===== src/rtl/uart_rx_pkg.sv =====
package uart_rx_pkg;
  typedef enum logic [1:0] {
    RX_IDLE  = 2'd0,
    RX_START = 2'd1,
    RX_DATA  = 2'd2,
    RX_STOP  = 2'd3
  } rx_state_t;

  // true on the last tick count of a span of the given length
  function automatic bit at_span_end(input int unsigned cnt, input int unsigned span);
    return cnt == span - 1;
  endfunction

  // ticks from the falling edge to the start-bit centre
  function automatic int unsigned start_span(input int unsigned oversample);
    return oversample / 2;
  endfunction
endpackage


===== src/rtl/uart_rx_sync.sv =====
module uart_rx_sync #(
  parameter int STAGES = 2
) (
  input  logic clk,
  input  logic rst,
  input  logic pin,
  output logic line,
  output logic fall
);
  logic [STAGES-1:0] chain;
  logic              line_prev;

  always_ff @(posedge clk) begin
    if (rst) begin
      chain     <= '1;
      line_prev <= 1'b1;
    end else begin
      chain     <= {chain[STAGES-2:0], pin};
      line_prev <= chain[STAGES-1];
    end
  end

  assign line = chain[STAGES-1];
  assign fall = line_prev & ~line;


  fall_edge_chk: assert property (@(posedge clk) disable iff (rst)
    fall |-> $past(line) && !line);
endmodule


===== src/rtl/uart_rx_frame.sv =====
module uart_rx_frame
  import uart_rx_pkg::*;
#(
  parameter int DATA_BITS  = 8,
  parameter int OVERSAMPLE = 16
) (
  input  logic                 clk,
  input  logic                 rst,
  input  logic                 tick,
  input  logic                 line,
  input  logic                 fall,
  output logic                 done,
  output logic                 stop_ok,
  output logic [DATA_BITS-1:0] data
);
  localparam int CW = $clog2(OVERSAMPLE);
  localparam int BW = $clog2(DATA_BITS);

  rx_state_t           st;
  logic [CW-1:0]       tcnt;
  logic [BW-1:0]       bidx;
  logic [DATA_BITS-1:0] shreg;
  logic                start_mid, bit_mid, glitch;

  assign start_mid = tick && (st == RX_START) && at_span_end(int'(tcnt), start_span(OVERSAMPLE));
  assign bit_mid   = tick && (st == RX_DATA || st == RX_STOP) && at_span_end(int'(tcnt), OVERSAMPLE);
  assign glitch    = start_mid && line;

  always_ff @(posedge clk) begin
    if (rst) begin
      st    <= RX_IDLE;
      tcnt  <= '0;
      bidx  <= '0;
      shreg <= '0;
    end else begin
      unique case (st)
        RX_IDLE: if (fall) begin
          st   <= RX_START;
          tcnt <= '0;
        end
        RX_START: if (start_mid) begin
          tcnt <= '0;
          bidx <= '0;
          st   <= glitch ? RX_IDLE : RX_DATA;
        end else if (tick) tcnt <= tcnt + 1'b1;
        RX_DATA: if (bit_mid) begin
          tcnt  <= '0;
          shreg <= {line, shreg[DATA_BITS-1:1]};
          bidx  <= bidx + 1'b1;
          if (bidx == BW'(DATA_BITS - 1)) st <= RX_STOP;
        end else if (tick) tcnt <= tcnt + 1'b1;
        RX_STOP: if (bit_mid) begin
          tcnt <= '0;
          st   <= RX_IDLE;
        end else if (tick) tcnt <= tcnt + 1'b1;
        default: st <= RX_IDLE;
      endcase
    end
  end

  assign done    = bit_mid && (st == RX_STOP);
  assign stop_ok = line;
  assign data    = shreg;


  tick_hold_chk: assert property (@(posedge clk) disable iff (rst)
    (!tick && st != RX_IDLE) |=> $stable(tcnt) && $stable(st));

  start_low_chk: assert property (@(posedge clk) disable iff (rst)
    ($past(st) == RX_START && st == RX_DATA) |-> !$past(line));

  done_src_chk: assert property (@(posedge clk) disable iff (rst)
    done |=> st == RX_IDLE);
endmodule


===== src/rtl/uart_rx_hold.sv =====
module uart_rx_hold #(
  parameter int DATA_BITS = 8
) (
  input  logic                 clk,
  input  logic                 rst,
  input  logic                 load,
  input  logic                 stop_ok,
  input  logic [DATA_BITS-1:0] din,
  input  logic                 ready,
  output logic                 valid,
  output logic [DATA_BITS-1:0] dout,
  output logic                 ferr,
  output logic                 ovr
);
  logic accept, space;

  assign accept = load && stop_ok;
  assign space  = !valid || ready;

  always_ff @(posedge clk) begin
    if (rst) begin
      valid <= 1'b0;
      dout  <= '0;
      ferr  <= 1'b0;
      ovr   <= 1'b0;
    end else begin
      ferr <= load && !stop_ok;
      ovr  <= accept && !space;
      if (accept && space) begin
        valid <= 1'b1;
        dout  <= din;
      end else if (ready) begin
        valid <= 1'b0;
      end
    end
  end


  hold_stable_chk: assert property (@(posedge clk) disable iff (rst)
    (valid && !ready) |=> valid && $stable(dout));

  ferr_pulse_chk: assert property (@(posedge clk) disable iff (rst)
    ferr |=> !ferr);

  overrun_keep_chk: assert property (@(posedge clk) disable iff (rst)
    ovr |-> valid && $stable(dout));
endmodule


===== src/rtl/uart_rx_os.sv =====
module uart_rx_os #(
  parameter int DATA_BITS  = 8,
  parameter int OVERSAMPLE = 16,
  parameter int SYNC_STAGES = 2
) (
  input  logic                 clk,
  input  logic                 rst,
  input  logic                 tick_en,
  input  logic                 rx_pin,
  output logic [DATA_BITS-1:0] out_data,
  output logic                 out_valid,
  input  logic                 out_ready,
  output logic                 frame_err,
  output logic                 overrun
);
  logic                 line, fall, done, stop_ok;
  logic [DATA_BITS-1:0] data;

  uart_rx_sync #(.STAGES(SYNC_STAGES)) u_sync (
    .clk(clk), .rst(rst), .pin(rx_pin), .line(line), .fall(fall)
  );

  uart_rx_frame #(.DATA_BITS(DATA_BITS), .OVERSAMPLE(OVERSAMPLE)) u_frame (
    .clk(clk), .rst(rst), .tick(tick_en), .line(line), .fall(fall),
    .done(done), .stop_ok(stop_ok), .data(data)
  );

  uart_rx_hold #(.DATA_BITS(DATA_BITS)) u_hold (
    .clk(clk), .rst(rst), .load(done), .stop_ok(stop_ok), .din(data),
    .ready(out_ready), .valid(out_valid), .dout(out_data),
    .ferr(frame_err), .ovr(overrun)
  );


  ovr_full_chk: assert property (@(posedge clk) disable iff (rst)
    overrun |-> $past(out_valid) && !$past(out_ready));
endmodule


===== config.mk =====
export PLATFORM = sky130hd
export DESIGN_NAME = uart_rx_os
export DESIGN_NICKNAME = d
export VERILOG_FILES = /design/src/rtl/uart_rx_pkg.sv /design/src/rtl/uart_rx_sync.sv /design/src/rtl/uart_rx_frame.sv /design/src/rtl/uart_rx_hold.sv /design/src/rtl/uart_rx_os.sv
export SDC_FILE = /design/constraint.sdc
export NUM_CORES = 1
export LEC_CHECK = 0
export BUFFER_PORTS_ARGS = -buffer_cell sky130_fd_sc_hd__buf_2
export CORE_AREA = 2 2 76 78
export CTS_CLUSTER_SIZE = 20
export DETAILED_ROUTE_END_ITERATION = 10
export DIE_AREA = 0 0 78 80
export PLACE_DENSITY_LB_ADDON = 0.12
export SYNTH_ARGS = -nofsm -noshare
export SYNTH_HDL_FRONTEND = slang
export SYNTH_SLANG_ARGS = --single-unit

===== constraint.sdc =====
create_clock -name clk -period 1.5 [get_ports clk]
set_input_delay 0.225 -clock clk [delete_from_list [all_inputs] [get_ports clk]]
set_output_delay 0.225 -clock clk [all_outputs]
set_load 0.05 [all_outputs]

==> results.yml, run 1 <==
timing:
  rsz0062_at_grt: "no"
  whs_ns: 0.1169
  hold_violations: 0
  tightest_slew_ns: 0.3731
  clock_skew_ns: 0.01059
  finalMaxSlewViolations: 0
  slew_headroom_pct: 75.13
  fin_crit_ns: 1.418
  fin_crit_sh_pct: 94.52
  setup_viol: 0
  fmax_mhz: 705.4
critical_path:
  reg2reg_setup_slack_ns: 0.08
  endpoint_kind: "flip-flop"
  crit_buf_inv: 0
  critical_path_required_ns: 1.68
  crit_chain: "or4b_4 -> and3b_1 -> a22o_1"
  r2r_cells: 3
  path_depth: 3
  crit_arrival_ns: 1.60
  crit_path_start_kind: "flip-flop"
  critical_path.max_fanout: 4
  cp_top_family: "simple AND/OR/NAND/NOR gates"
  crit_slowest_cell: "or4b_4"
  crit_start: "u_frame.st[0]$_SDFFE_PP0P_"
  worstReg2RegEnd: "u_frame.tcnt[0]$_SDFFE_PP0P_"
  worstReg2RegStart: "u_frame.st[0]$_SDFFE_PP0P_"
  crit_type: "reg -> reg"
  critical_path.endpoint: "u_frame.tcnt[0]$_SDFFE_PP0P_"
  slowest_delay_ns: 0.55
global_route:
  antenna_found_initial: 0
  grt_pass1_wl_um: 5292
  grt_usage_pct: 10.95
  grt_pass1_vias: 1194
  grt_overflow: 0
  grt_max_degree: 32
clock_tree:
  cts_root_buf: "clkbuf_8"
  clock_sinks: 31
  cts_hold_buf: 0
  clockBufferDepth: 2
  cts_tree: "yes"
  clk_latency_ns: 0.28
  clk_pin_slew_ns: 0.07
  numCtsBuffers: 5
  cts_htree_levels: 2
  cts_setup_buffers: 0
final_layout:
  synthToLayoutAreaGrowth_pct: 27.12
  final_core_util_pct: 33.31
  mostFrequentLayoutCell: "dfxtp_1"
  ff_latch_area_um2: 623.1
  drive_gt1_share_pct: 29.78
  fillerInstances: 579
  nNetsFinal: 185
  multiInputGateArea_um2: 768.2
  final_cell_mix: "dfxtp_1 (29), nand2b_1 (20), buf_2 (15), buf_4 (15), a21oi_1 (13)"
  n_antenna_cell: 0
synthesis:
  ys_seq_elements: 31
  synth_largest_area_cell: "dfxtp_1"
  synth_edf_count: 0
  synthTopCellsByArea: "dfxtp_1 (44%), nand2b_1 (8.8%), mux2i_1 (5.7%), a21oi_1 (4.6%), nand3_1 (3.9%)"
  synth_seq_area_share_pct: 43.82
  synth.distinct_cells: 43
  synth_cells: 151
  ys_async_sr_fraction_pct: 0
  synthesis.area_mm2: 0.001416
  synth_warnings: 0
  synth_top_area_share_pct: 43.82
  ys.flop_type: "dfxtp_1"
  synth_nets: 159
  synth.avg_cell_area_um2: 9.380
pwr:
  p_switching_w: 0.0003638
  p_comb_share_pct: 4.4
  total_power_w: 0.001647
  switching_share_pct: 22.09
  power_density_mw_per_mm2: 914.7
  ir_worst_vdd_uv: 308.1
  power_frac_seq_pct: 50.6
  internal_power_w: 0.001283
  leakagePower_nw: 0.6355
  p_clk_share_pct: 45.0
drt:
  dr.first_iter.drc_count: 34
  drt_pass1_iterations: 4
  drc: 0
  route.vias.total: 1171
  wire_per_inst_um: 12.19
  finalWirelength_um: 3047
  drtAntennaViolNets: 0
  avgViaCountPerCell: 4.684
placed_design:
  portBuffers: 15
  gp_congestion: 0.8124
  dpl.hpwl_um: 2126
floorplanning:
  dieArea_mm2: 0.006240
  row_count: 27
  die_x_um: 78
  core-area_mm2: 0.005405
  die_h_um: 80
  boundaryPins: 16
  initial_core_util_pct: 26.20
min_path:
  hold_path_class: "in -> reg"
status:
  status: "complete, no violations"
job:
  maxCapViolations: 0
## per-layer routing
layer / track usage [%] / wire [um]
met5: 0 / 0
met4: 6.491 / 60
met3: 3.507 / 127
met2: 18.71 / 1452
met1: 11.88 / 1406
## kinds of logic (layout without fill, tap and decap cells)
group | after synthesis | after routing | synth area share (%)
simple gates | 58 | 58 | 25.97
compound gates | 36 | 36 | 16.34
flops | 31 | 31 | 43.82
buf+inv | 14 | 41 | 4.946
mux | 8 | 8 | 5.654
fa+ha+maj | 3 | 3 | 2.650
xor+xnor | 1 | 1 | 0.6185
## power groups by stage
stage	clock network, W	logic (W)	registers, W
4_1_cts	0.000776	0.0000703	0.000832
5_1_grt	0.000811	0.0000796	0.000834
2_1_floorplan	0	0.0000429	0.000850
3_3_place_gp	0	0.0000699	0.000852
6_report	0.000741	0.0000724	0.000833
3_5_place_dp	0	0.0000703	0.000852
## worst min path at each step
stage | slack (ns) | to | start | depth (start not counted)
floorplan | 0.33 | u_sync.chain[0]$_SDFF_PP1_ | rx_pin | 1
global placement | 0.40 | u_sync.chain[1]$_SDFF_PP1_ | u_sync.chain[0]$_SDFF_PP1_ | 1
detailed placement | 0.41 | u_sync.chain[1]$_SDFF_PP1_ | u_sync.chain[0]$_SDFF_PP1_ | 1
CTS | 0.10 | u_sync.chain[0]$_SDFF_PP1_ | rx_pin | 2
global route | 0.11 | u_sync.chain[0]$_SDFF_PP1_ | rx_pin | 2
finish | 0.12 | u_sync.chain[0]$_SDFF_PP1_ | rx_pin | 2
## registers in the layout (all words and copies together) (netlist names), 2 cells and up, named ones only
register      count
u_frame.tcnt      4
u_frame.bidx      3
u_sync.chain      2
u_frame.data      8
u_hold.dout       8
## synth_stat cells (2+ instances only)
master    instances
a21oi_1          13
a22o_1            2
a311oi_1          2
and3b_1           2
buf_2             5
clkbuf_1          4
dfxtp_1          31
ha_1              3
mux2i_1           8
nand2_1           3
nand2b_1         20
nand3_1          11
nand4b_1          2
nor2_1            2
nor3_1            2
o21ai_1          10
or2_2             4
or3_1             2
## what timing repair did
item / CTS / global route
endpoints found under the setup margin: 1 / 12
gates cloned: 0 / 0
resized for setup: 2 / 8
pin swaps: 0 / 2
## layout make-up
type | instances | area share, %
inverters | 2 | 0.4170
flip-flops and latches | 31 | 34.61
clock buffers | 7 | 5.351
multi-input cells | 106 | 42.67
well taps | 72 | 5.003
repair buffers | 31 | 11.54
clock inverters | 1 | 0.4170
## per-stage QoR
stage               instances    TNS [ns]  instance area (um2)  setup WS, ns
CTS                       250           0                 1760       0.02673
global route              250           0                 1800       0.01045
finish                    250           0                 1800       0.08227
global placement          242           0                 1652       0.05229
floorplan                 151           0                 1416       0.05785
detailed placement        242  -0.0009178                 1652    -0.0009178
## worst register-to-register path, cell delays in order, from the launching register on
cell     delay [ns]
dfxtp_1        0.35
or4b_4         0.55
and3b_1        0.19
a22o_1         0.23
Power figures use the tool's default switching activity.
==> inputs of run 2 (changes only) <==
MAX_ROUTING_LAYER = met4   (was not set)
==> results.yml, run 2 (synthesis results as in run 1) <==
clock_tree:
  numCtsBuffers: 5
  cts_htree_levels: 2
  clk_latency_ns: 0.28
  cts_tree: "yes"
  clockBufferDepth: 2
  cts_root_buf: "clkbuf_8"
  clk_pin_slew_ns: 0.07
  cts_setup_buffers: 0
  clock_sinks: 31
pwr:
  power_frac_seq_pct: 50.6
  ir_worst_vdd_uv: 307.0
  internal_power_w: 0.001283
  p_switching_w: 0.0003632
  p_clk_share_pct: 45.0
  leakagePower_nw: 0.6355
  switching_share_pct: 22.06
  power_density_mw_per_mm2: 914.4
  p_comb_share_pct: 4.4
  total_power_w: 0.001646
floorplanning:
  row_count: 27
  core-area_mm2: 0.005405
  die_h_um: 80
  die_x_um: 78
  initial_core_util_pct: 26.20
  dieArea_mm2: 0.006240
  boundaryPins: 16
placed_design:
  dpl.hpwl_um: 2126
  gp_congestion: 0.8244
  place_inst: 242
  portBuffers: 15
final_layout:
  synthToLayoutAreaGrowth_pct: 27.12
  n_antenna_cell: 0
  layoutNonFillerInstCount: 250
  drive_gt1_share_pct: 29.78
  final_core_util_pct: 33.31
  fillerInstances: 579
  mostFrequentLayoutCell: "dfxtp_1"
  final_cell_mix: "dfxtp_1 (29), nand2b_1 (20), buf_2 (15), buf_4 (15), a21oi_1 (13)"
  nNetsFinal: 185
critical_path:
  crit_path_start_kind: "flip-flop"
  crit_type: "reg -> reg"
  endpoint_kind: "flip-flop"
  critical_path_required_ns: 1.68
  crit_arrival_ns: 1.59
  critical_path.max_fanout: 4
timing:
  fmax_mhz: 705.9
  fin_crit_sh_pct: 94.44
  whs_ns: 0.1174
  finalSetupTns_ns: 0
  hold_violations: 0
  slew_headroom_pct: 74.90
  finalMaxSlewViolations: 0
  setup_viol: 0
  fin_crit_ns: 1.417
  clock_skew_ns: 0.01064
  rsz0062_at_grt: "no"
  tightest_slew_ns: 0.3765
min_path:
  hold_path_class: "in -> reg"
global_route:
  grt_usage_pct: 11.32
  grt_max_degree: 32
  antenna_found_initial: 0
  grt_pass1_vias: 1187
  grt_overflow: 0
  grt_pass1_wl_um: 5313
drt:
  avgViaCountPerCell: 4.640
  dr.first_iter.drc_count: 42
  met1Wirelength_um: 1417
  finalWirelength_um: 3040
  highest_layer: "met4"
  route.vias.total: 1160
  wire_per_inst_um: 12.16
  met2_length_um: 1466
  drt_pass1_iterations: 4
  drtAntennaViolNets: 0
  wl_met3_um: 114
  drc: 0
status:
  status: "complete, no violations"
job:
  maxCapViolations: 0
run 2: cell type report:
type                       count  area [um2]  area share (%)
multi-input combinational    106       768.2           42.67
sequential                    31       623.1           34.61
timing repair buffer          31       207.7           11.54
clock buffer                   7       96.34           5.351
tap                           72       90.09           5.003
clock inverter                 1       7.507          0.4170
inverter                       2       7.507          0.4170
run 2: power groups by stage:
stage / combinational, W / sequential (W) / clock [W]
floorplan: 0.0000429 / 0.000850 / 0
global placement: 0.0000699 / 0.000852 / 0
detailed placement: 0.0000703 / 0.000852 / 0
CTS: 0.0000703 / 0.000832 / 0.000776
global route: 0.0000796 / 0.000834 / 0.000814
finish: 0.0000724 / 0.000833 / 0.000740
run 2: final timing paths:
kind	start	end	slack, ns	cells past startpoint
min reg2reg	u_sync.chain[0]$_SDFF_PP1_	u_sync.chain[1]$_SDFF_PP1_	0.42	1
max	u_frame.st[0]$_SDFFE_PP0P_	u_frame.tcnt[0]$_SDFFE_PP0P_	0.08	3
min	rx_pin	u_sync.chain[0]$_SDFF_PP1_	0.12	2
max reg2reg	u_frame.st[0]$_SDFFE_PP0P_	u_frame.tcnt[0]$_SDFFE_PP0P_	0.08	3
run 2: critical path, stage by stage (launching register included):
cell	delay, ns
dfxtp_1	0.35
or4b_4	0.55
and3b_1	0.19
a22o_1	0.23
run 2: metrics by stage:
step	setup slack [ns]	instance area, um2
2_1_floorplan	0.05785	1416
3_3_place_gp	0.05229	1652
3_5_place_dp	-0.0009178	1652
4_1_cts	0.02673	1760
5_1_grt	0.01041	1800
6_report	0.08335	1800
run 2: per-layer routing:
| metal | vias to the layer above | GRT usage, % |
|---|---|---|
| li1 | 594 | - |
| met1 | 540 | 12.02 |
| met2 | 22 | 18.53 |
| met3 | 4 | 3.846 |
| met4 | 0 | 6.491 |
| met5 | - | - |
run 2: what timing repair did:
item,in CTS,in global routing
endpoints found under the setup margin,1,12
gates resized for setup,2,8
pin swaps,0,2
hold buffers,0,0
==> inputs of run 3 (changes only) <==
CORE_AREA = 2 2 80 82   (was 2 2 76 78)
DIE_AREA = 0 0 82 84   (was 0 0 78 80)
REMOVE_ABC_BUFFERS = 1   (was not set)
==> results.yml, run 3 (synthesis results as in run 1) <==
critical_path:
  reg2reg_setup_slack_ns: 0.07
  worstReg2RegStart: "u_frame.st[0]$_SDFFE_PP0P_"
  crit_type: "reg -> reg"
  crit_slowest_cell: "or4b_1"
  crit_path_start_kind: "flip-flop"
  slowest_delay_ns: 0.54
  crit_arrival_ns: 1.59
  endpoint_kind: "flip-flop"
  worstReg2RegEnd: "u_frame.tcnt[0]$_SDFFE_PP0P_"
  crit_start: "u_frame.st[0]$_SDFFE_PP0P_"
  crit_chain: "or4b_1 -> and3b_1 -> a22o_1"
  r2r_cells: 3
  critical_path.max_fanout: 4
  critical_path_required_ns: 1.67
timing:
  clock_skew_ns: 0.008802
  slew_headroom_pct: 74.28
  finalMaxSlewViolations: 0
  fin_crit_sh_pct: 95.06
  setup_viol: 0
  rsz0062_at_grt: "no"
  tightest_slew_ns: 0.3859
  hold_violations: 0
  fin_crit_ns: 1.426
  fmax_mhz: 701.3
  finalSetupTns_ns: 0
clock_tree:
  cts_htree_levels: 2
  clk_pin_slew_ns: 0.07
  cts_hold_buf: 0
  cts_root_buf: "clkbuf_8"
  clockBufferDepth: 2
  post_cts_resized: 0
  cts_setup_buffers: 0
  numCtsBuffers: 5
  cts_tree: "yes"
  clock_sinks: 31
  clk_latency_ns: 0.28
drt:
  finalWirelength_um: 3288
  wire_per_inst_um: 13.05
  drc: 0
  dr.first_iter.drc_count: 47
  drt_pass1_iterations: 4
  avgViaCountPerCell: 4.690
  route.vias.total: 1182
  drtAntennaViolNets: 0
pwr:
  power_density_mw_per_mm2: 991.8
  ir_worst_vdd_uv: 332.5
  leakagePower_nw: 0.6277
floorplanning:
  dieArea_mm2: 0.006888
  initial_core_util_pct: 23.23
  die_x_um: 82
  boundaryPins: 16
  die_h_um: 84
  row_count: 29
  core-area_mm2: 0.006096
final_layout:
  final_cell_mix: "dfxtp_1 (29), nand2b_1 (20), buf_2 (15), a21oi_1 (13), buf_4 (12)"
  n_antenna_cell: 0
  nNetsFinal: 182
  mostFrequentLayoutCell: "dfxtp_1"
  synthToLayoutAreaGrowth_pct: 25.35
  drive_gt1_share_pct: 28.00
  final_core_util_pct: 29.13
global_route:
  grtUsageMet2_pct: 15.37
  grt_pass1_wl_um: 5609
  grt_busiest_layer: "met2"
  grt_pass1_vias: 1145
  grt_usage_pct: 10.96
  use_met3_pct: 3.571
  antenna_found_initial: 0
  grt_overflow: 0
  grt_util_met1_pct: 13.81
  grt_max_degree: 19
min_path:
  min_from: "rx_pin"
  min_to: "u_sync.chain[0]$_SDFF_PP1_"
  hold_path_class: "in -> reg"
  hold_depth: 2
placed_design:
  portBuffers: 15
  dpl.hpwl_um: 2322
  gp_congestion: 0.7327
job:
  maxCapViolations: 0
status:
  status: "complete, no violations"
==> run 3: final cells by class <==
class / count / area, um2
tap: 77 / 96.34
clock buffer: 6 / 82.58
multi-input combinational: 106 / 754.5
timing repair buffer: 28 / 176.4
sequential: 31 / 623.1
clock inverter: 2 / 35.03
inverter: 2 / 7.507
fill: 655 / 4320
==> run 3: per-layer routing <==
metal  part of all wire [%]  up-vias  routed length [um]
met5                      0        -                   0
met4                    2.0        0                  66
met3                    4.0        6                 131
met2                     46       21                1514
met1                     48      559                1575
li1                       -      596                   -
==> run 3: power breakdown <==
| group | switching (W) | internal [W] | leakage [nW] |
|---|---|---|---|
| combinational | 0.0000352 | 0.0000319 | 0.316 |
| clock | 0.000323 | 0.000537 | 0.0612 |
| sequential | 0.00000512 | 0.000829 | 0.251 |
| total | 0.000363 | 0.00140 | 0.628 |
==> run 3: critical path: cells and delay by family, from the launching register on <==
family | cells | cell delay [ns]
AND/OR/NAND/NOR | 2 | 0.74
flip-flops | 1 | 0.33
AO/OA/AOI/OAI | 1 | 0.23
==> run 3: how the worst max path moves through the flow <==
stage / to / depth (start not counted)
2_1_floorplan: u_hold.dout[0]$_SDFFE_PP0P_ / 4
3_5_place_dp: u_frame.tcnt[3]$_SDFFE_PP0P_ / 4
5_1_grt: u_frame.st[0]$_SDFFE_PP0P_ / 5
4_1_cts: u_frame.tcnt[3]$_SDFFE_PP0P_ / 4
6_report: u_frame.tcnt[0]$_SDFFE_PP0P_ / 3
3_3_place_gp: u_frame.tcnt[0]$_SDFFE_PP0P_ / 3
==> run 3: metrics by stage <==
step                      hold WS, ns  power [W]  setup slack, ns  cells  instance area [um2]
after floorplan                0.2939  0.0008814          -0.3997    139                 1354
after global routing           0.1093   0.001833          0.01167    252                 1775
after global placement         0.3941  0.0009178          0.07918    244                 1623
after detailed placement       0.3984  0.0009183          0.02698    244                 1623
after CTS                      0.1088   0.001782          0.01580    252                 1740
final                          0.1165   0.001761          0.07414    252                 1775
